<file path="config.mk">
export PLATFORM = sky130hd
export DESIGN_NAME = otg_role_swap
export DESIGN_NICKNAME = d
export VERILOG_FILES = /design/src/rtl/otg_swap_pkg.sv /design/src/rtl/otg_span_timer.sv /design/src/rtl/otg_swap_fsm.sv /design/src/rtl/otg_role_swap.sv
export SDC_FILE = /design/constraint.sdc
export NUM_CORES = 1
export LEC_CHECK = 0
export ABC_CLOCK_PERIOD_IN_PS = 4100
export BUFFER_PORTS_ARGS = -buffer_cell sky130_fd_sc_hd__buf_2
export CORE_ASPECT_RATIO = 1.25
export CORE_MARGIN = 5
export CORE_UTILIZATION = 40
export DETAILED_ROUTE_END_ITERATION = 8
export REMOVE_ABC_BUFFERS = 1
export SLEW_MARGIN = 5
export SYNTH_ARGS = -nofsm -noshare
export SYNTH_HDL_FRONTEND = slang
export SYNTH_SLANG_ARGS = --single-unit
</file>
<file path="constraint.sdc">
create_clock -name clk -period 4.1 [get_ports clk]
set_clock_uncertainty 0.1 [all_clocks]
set_input_delay 0.205 -clock clk [delete_from_list [all_inputs] [get_ports clk]]
set_output_delay 0.205 -clock clk [all_outputs]
set_load 0.05 [all_outputs]
</file>
<file path="src/rtl/otg_swap_pkg.sv">
package otg_swap_pkg;

  // Sequencer phases; order carries no meaning beyond encoding.
  typedef enum logic [2:0] {
    SW_IDLE    = 3'd0,
    SW_B_HOST  = 3'd1,
    SW_B_QUIET = 3'd2,
    SW_B_DEV   = 3'd3,
    SW_A_DEV   = 3'd4,
    SW_A_WAIT  = 3'd5,
    SW_A_RESET = 3'd6,
    SW_A_HOST  = 3'd7
  } swap_state_t;

  typedef struct packed {
    logic host_en;
    logic dp_pullup;
    logic vbus_en;
    logic bus_reset;
    logic host_ready;
  } swap_out_t;

endpackage

</file>
<file path="src/rtl/otg_span_timer.sv">
// Counts consecutive cycles with run high; hit marks the LIMIT-th one.
module otg_span_timer #(
  parameter int LIMIT = 16
) (
  input  logic clk,
  input  logic rst,
  input  logic run,
  output logic hit
);
  localparam int W = (LIMIT > 2) ? $clog2(LIMIT) : 1;
  localparam logic [W-1:0] LAST = W'(LIMIT - 1);

  logic [W-1:0] cnt;

  assign hit = run && (cnt == LAST);

  always_ff @(posedge clk) begin
    if (rst || !run || hit) cnt <= '0;
    else                    cnt <= cnt + 1'b1;
  end
endmodule

</file>
<file path="src/rtl/otg_swap_fsm.sv">
module otg_swap_fsm
  import otg_swap_pkg::*;
(
  input  logic        clk,
  input  logic        rst,
  input  logic        role_a,
  input  logic        sess_start,
  input  logic        host_done,
  input  logic        attach,
  input  logic        end_session,
  input  logic        idle_hit,
  input  logic        reset_hit,
  output swap_state_t state
);
  swap_state_t nxt;

  always_comb begin
    nxt = state;
    unique case (state)
      SW_IDLE:    if (sess_start) nxt = role_a ? SW_A_DEV : SW_B_HOST;
      SW_B_HOST:  if (host_done)  nxt = SW_B_QUIET;
      SW_B_QUIET: nxt = SW_B_DEV;
      SW_B_DEV:   nxt = SW_B_DEV;
      SW_A_DEV:   if (idle_hit)   nxt = SW_A_WAIT;
      SW_A_WAIT: begin
        if (end_session)  nxt = SW_IDLE;
        else if (attach)  nxt = SW_A_RESET;
      end
      SW_A_RESET: if (reset_hit)  nxt = SW_A_HOST;
      SW_A_HOST:  nxt = SW_A_HOST;
      default:    nxt = SW_IDLE;
    endcase
  end

  always_ff @(posedge clk) begin
    if (rst) state <= SW_IDLE;
    else     state <= nxt;
  end
endmodule

</file>
<file path="src/rtl/otg_role_swap.sv">
module otg_role_swap
  import otg_swap_pkg::*;
#(
  parameter int CLK_HZ       = 48_000_000,
  parameter int SUSPEND_US   = 3000,
  parameter int RESET_CYCLES = 480_000
) (
  input  logic clk,
  input  logic rst,
  input  logic role_a,
  input  logic sess_start,
  input  logic host_done,
  input  logic bus_idle,
  input  logic attach,
  input  logic end_session,
  output logic host_en,
  output logic dp_pullup,
  output logic vbus_en,
  output logic bus_reset,
  output logic host_ready
);
  localparam int IDLE_CYCLES = (CLK_HZ / 1000) * SUSPEND_US / 1000;

  swap_state_t state;
  swap_out_t   outs;
  logic        idle_hit;
  logic        reset_hit;

  otg_span_timer #(.LIMIT(IDLE_CYCLES)) u_idle_tmr (
    .clk (clk),
    .rst (rst),
    .run (state == SW_A_DEV && bus_idle),
    .hit (idle_hit)
  );

  otg_span_timer #(.LIMIT(RESET_CYCLES)) u_reset_tmr (
    .clk (clk),
    .rst (rst),
    .run (state == SW_A_RESET),
    .hit (reset_hit)
  );

  otg_swap_fsm u_fsm (
    .clk         (clk),
    .rst         (rst),
    .role_a      (role_a),
    .sess_start  (sess_start),
    .host_done   (host_done),
    .attach      (attach),
    .end_session (end_session),
    .idle_hit    (idle_hit),
    .reset_hit   (reset_hit),
    .state       (state)
  );

  always_comb begin
    outs = '0;
    unique case (state)
      SW_B_HOST:  outs.host_en = 1'b1;
      SW_B_DEV:   outs.dp_pullup = 1'b1;
      SW_A_DEV: begin
        outs.dp_pullup = 1'b1;
        outs.vbus_en   = 1'b1;
      end
      SW_A_WAIT:  outs.vbus_en = 1'b1;
      SW_A_RESET: begin
        outs.host_en   = 1'b1;
        outs.vbus_en   = 1'b1;
        outs.bus_reset = 1'b1;
      end
      SW_A_HOST: begin
        outs.host_en    = 1'b1;
        outs.vbus_en    = 1'b1;
        outs.host_ready = 1'b1;
      end
      default: outs = '0;
    endcase
  end

  assign host_en    = outs.host_en;
  assign dp_pullup  = outs.dp_pullup;
  assign vbus_en    = outs.vbus_en;
  assign bus_reset  = outs.bus_reset;
  assign host_ready = outs.host_ready;
endmodule

</file>
[Word level (Yosys, flattened, before mapping)]
Cells that the tools add are included.
Widths: inputs -> output; s select.
Operators by class
  equality and inequality tests: 14
  multiplexer cells: 13
  reduce and logical (&&, ||, !) cells: 15
  add/sub/neg operators: 2
Operator list (count)
  $mux 3: 7
  $pmux 3 s7: 1
  $add 19x1->19 const B: 1
  $eq 19x19->1 const B: 1
  $add 18x1->18 const B: 1
  $eq 18x18->1 const B: 1
  $eq 3x3->1 const B: 4
  $eq 3x2->1 const B: 2
  $ne 2x2->1 const B: 3
  $mux 1: 5
  $reduce_and 5->1: 1
  $logic_or 1x1->1: 4
  $reduce_or 2->1: 2
  $reduce_or 4->1: 1
  $eq 3x1->1 const B: 1
  $logic_and 1x1->1: 3
  $logic_not 3->1: 1
  $ne 3x3->1 const B: 1
  $reduce_or 3->1: 1
  $logic_not 1->1: 2
  $ne 2x1->1 const B: 1
Storage, ports and cells
  register bits: 40
  input port bits: 8
  word-level logic and storage cells: 47
  output and inout port bits: 5

[Logic depth before layout (Yosys ltp)]
  depth after elaboration: 5
  mapped depth: 8
  gate-level depth less buffers: 5

[Cells and area by module]
A second synthesis with hierarchy kept.
Unflattened totals
  cells, all modules: 230
  area, all modules: 2069.5 µm²
Modules (own cells, without submodules)
  otg_span_timer (u_reset_tmr): cells each 98, instances 1, area an instance 915.9 µm²
  otg_span_timer (u_idle_tmr): cells each 97, instances 1, area an instance 858.3 µm²
  otg_swap_fsm: cells each 25, instances 1, area an instance 236.5 µm²
  otg_role_swap: cells each 10, instances 1, area an instance 58.8 µm²

[Worst setup path after synthesis]
OpenSTA, ideal clock, no wires.
  kind: reg2out
  start: register u_fsm.state[1]
  end: output port dp_pullup
  setup slack: 2.092 ns
  buffers on the path: 1
  arrival time: 1.703 ns
  stages on the path, launching flop included: 4
  path through: dfxtp_1 > clkbuf_1 > nand2_1 > o21ai_0
Between the ends
  cells in the longest elaborated chain, start to end: 3
  elaborated cells on any way between the ends: 4
  those cells by class: eq/ne: 2; mux: 1; reduce/logical: 1
RTL lines
  start, declared: RTL line otg_swap_fsm.sv:13  | output swap_state_t state
  start signal, assigned: RTL line otg_swap_fsm.sv:37  | else state <= nxt;
  $eq 3x3->1 or $eq 3x2->1 (tied branches): RTL line otg_role_swap.sv:58  | unique case (state)
  $reduce_or 2->1 (no line) *
  $mux 1 *: RTL line otg_role_swap.sv:58
  end, declared: RTL line otg_role_swap.sv:17  | output logic dp_pullup,
Every way passes the cells marked *; elsewhere a longest branch is shown, timed or not.

[Worst setup path in the final report]
  start: register u_fsm.state[2]
  end: output port dp_pullup
The elaborated chain is that of the path after synthesis.

==> reports/results.tsv <==
metric	value	unit
Critical Path End Type	output pin	
Fillers	480	
synth warn	0	
postcts setup bufs	0	
WS Path Type	reg2out	
CP Launch Point	u_fsm.state[2]	
top_reg_cell synth	dfxtp_1	
# H-tree levels	2	
CP Max Fanout	12	
detailed placement HPWL	2660	um
vias in the first global route	1519	
via/cell ratio	5.39	
PortBufs	12	
Max transition margin	0.462	
Logic pwr share	0.167	
Peak VDD IR	227	uV
max cap viols	0	
row cnt	28	
Residual DRC	0	
WP data arrival	1.86	ns
# hold bufs at CTS	0	
GR Overflow Total	0	
final setup TNS	0	ns
total CTS buffers	5	
Worst Hold End	u_reset_tmr.cnt[2]	
most common cell in the netlist	dfxtp_1	
drt wl/cell	12.8	um
via count	1607	
initial core utilization	0.409	
post-route ant nets	0	
Vert. Die Dim	87.8	um
DRT Pass-1 Iters	4	
Die ar.	6340	um2
switch share	0.283	
highest clock rate	461	MHz
Gate Count Post-Synth	229	
Synth area leader	dfxtp_1	
drt initial violations	94	
reg2reg end	u_reset_tmr.cnt[12]	
sequential fraction of the synthesis area	0.414	
Skew-Pair Late Insertion Delay	0.30	ns
initial antenna violation count	0	
Die Wd	72.2	um
RR Startpoint	u_reset_tmr.cnt[0]	
Synth top area share	0.414	
RSZ-0062 raised after global routing	false	
Routed WL	3820	um
Final Worst Setup Slack	1.93	ns
# IOs	13	
Worst setup SP type	register	
min-delay worst type	in2reg	
Seq pwr share	0.416	
Avg Inst Size Synth	8.45	um2
RePlAce Congestion	0.767	
Clock Sinks	40	
Tmin final	2.17	ns
number of synthesized register bits	40	
top post-synthesis cells by area	dfxtp_1 41%, nor2_1 5.8%, xor2_1 5.0%, xnor2_1 4.5%, a21oi_1 4.1%	
asr flop ratio synth	0	
first-pass GRT wire length	6810	um
NumNets Final	247	
final max-slew violation count	0	
Setup-failing EPs final	0	
Final Hold Viols	0	
Switching Power	301	uW
EDFF count, synth	0	
Syn Std Cell Area	1940	um2
Worst EP required	3.80	ns
Int Pwr	762	uW
fin crit share	0.529	
area grow syn2layout	12.3	%
status	finished clean	
Max Buffers Root-to-Sink	2	
clock slew seen by the registers of the worst setup and hold paths	0.09	ns
Worst R2R Path Depth	5	
clock tree root driver cell	clkbuf_8	
GRT Resource Usage Total	0.136	
post-synth cell types	40	
diode count	0	
core region area	4730	um2
FF+latch area	801	um2
Leak Pwr	0.685	nW
largest net degree at the start of global routing	19	
worst reg2reg setup slack	1.98	ns
synth cell count leaders	40 x dfxtp_1, 30 x nor2_1, 16 x a21oi_1, 16 x nand2_1, 14 x nand3_1	
Multi-input gate area	1050	um2
final hold slack	0.0534	ns
clock power share	0.417	
Setup WS pre-CTS	1.94	ns
layout cells sized above 1	0.118	
Cell Pwr Density	489	nW/um2
hold_sp	rst	
slew at the pin closest to its max-slew limit	0.807	ns
hold path cells	2	
CTS tree	yes	
CTS resizes	0	
-- cell type report --
type / count / area share
Multi-Input combinational cell: 170 / 0.483
Sequential cell: 40 / 0.368
Clock inverter: 3 / 0.0414
Tap cell: 60 / 0.0345
Clock buffer: 5 / 0.0316
Timing Repair Buffer: 12 / 0.0276
Inverter: 8 / 0.0138
-- worst max-delay path: stages, from the launching register on --
cell and delay [ns]:
dfxtp_1 0.57, inv_1 0.13, or3_2 0.50, o21ai_0 0.08, buf_2 0.28
-- per-stage QoR --
stage / power [mW] / util / cell area [um2] / cells
after floorplan: 0.580 / - / 1880 / 218
after global placement: 0.630 / 0.426 / 2020 / 290
after detailed placement: 0.631 / 0.426 / 2020 / 290
after CTS: 1.08 / 0.460 / 2170 / 298
after global routing: 1.12 / 0.460 / 2170 / 298
final: 1.06 / 0.460 / 2170 / 298
-- worst max path at each step --
| stage | end | slack, ns | cells after the start |
|---|---|---|---|
| 6_report | dp_pullup | 1.93 | 4 |
| 5_1_grt | u_reset_tmr.cnt[5] | 1.73 | 5 |
| 4_1_cts | u_reset_tmr.cnt[16] | 1.91 | 5 |
| 3_5_place_dp | u_reset_tmr.cnt[16] | 1.94 | 5 |
| 3_3_place_gp | u_reset_tmr.cnt[6] | 1.99 | 5 |
| 2_1_floorplan | dp_pullup | 1.85 | 3 |
-- cells in the final DEF, fill, tap and decap left out, types with 3 or more instances in the layout --
| cell type | synthesis | routed |
|---|---|---|
| dfxtp_1 | 40 | 40 |
| or3_1 | 8 | 8 |
| and3_1 | 5 | 5 |
| a21oi_1 | 16 | 16 |
| nand2_1 | 16 | 16 |
| and4_1 | 3 | 3 |
| nand3b_1 | 3 | 3 |
| xor2_1 | 11 | 11 |
| clkbuf_8 | 1 | 5 |
| xnor2_1 | 10 | 10 |
| buf_2 | 3 | 12 |
| o21ai_0 | 9 | 9 |
| nor2_1 | 30 | 30 |
| nand3_1 | 14 | 14 |
| bufinv_16 | 0 | 3 |
| nand4_1 | 9 | 9 |
| inv_1 | 8 | 8 |
| or4_1 | 4 | 4 |
| nor4_1 | 5 | 5 |
| o31ai_1 | 3 | 3 |
-- cell families (layout without fill, tap and decap cells) --
logic type,count (synthesis),count (layout),share of synthesized area
adders and majority gates,2,2,0.0129
DFF,40,40,0.414
muxes,1,1,0.00517
AOI/OAI and AO/OA,37,37,0.120
xor gates and xnor gates,21,21,0.0950
and+or+nand+nor,109,109,0.310
buffers and inverters,19,28,0.0440
-- sequential cells by signal (all words and copies together), names as in the netlist --
| register | count |
|---|---|
| u_fsm.state | 3 |
| u_idle_tmr.cnt | 18 |
| u_reset_tmr.cnt | 19 |
-- layer usage --
layer	vias to the layer above	share of wire	track usage
li1	837	-	-
met1	746	0.47	0.169
met2	16	0.48	0.221
met3	8	0.030	0.0344
met4	0	0.021	0.0581
met5	-	0	0
-- power groups by stage --
stage	Combinational, mW	Sequential (mW)	Clock, mW
final	0.178	0.442	0.444
after global routing	0.200	0.448	0.472
after global placement	0.178	0.451	0
after CTS	0.179	0.442	0.455
after floorplan	0.125	0.455	0
after detailed placement	0.179	0.452	0
(Power assumes the default switching activity.)
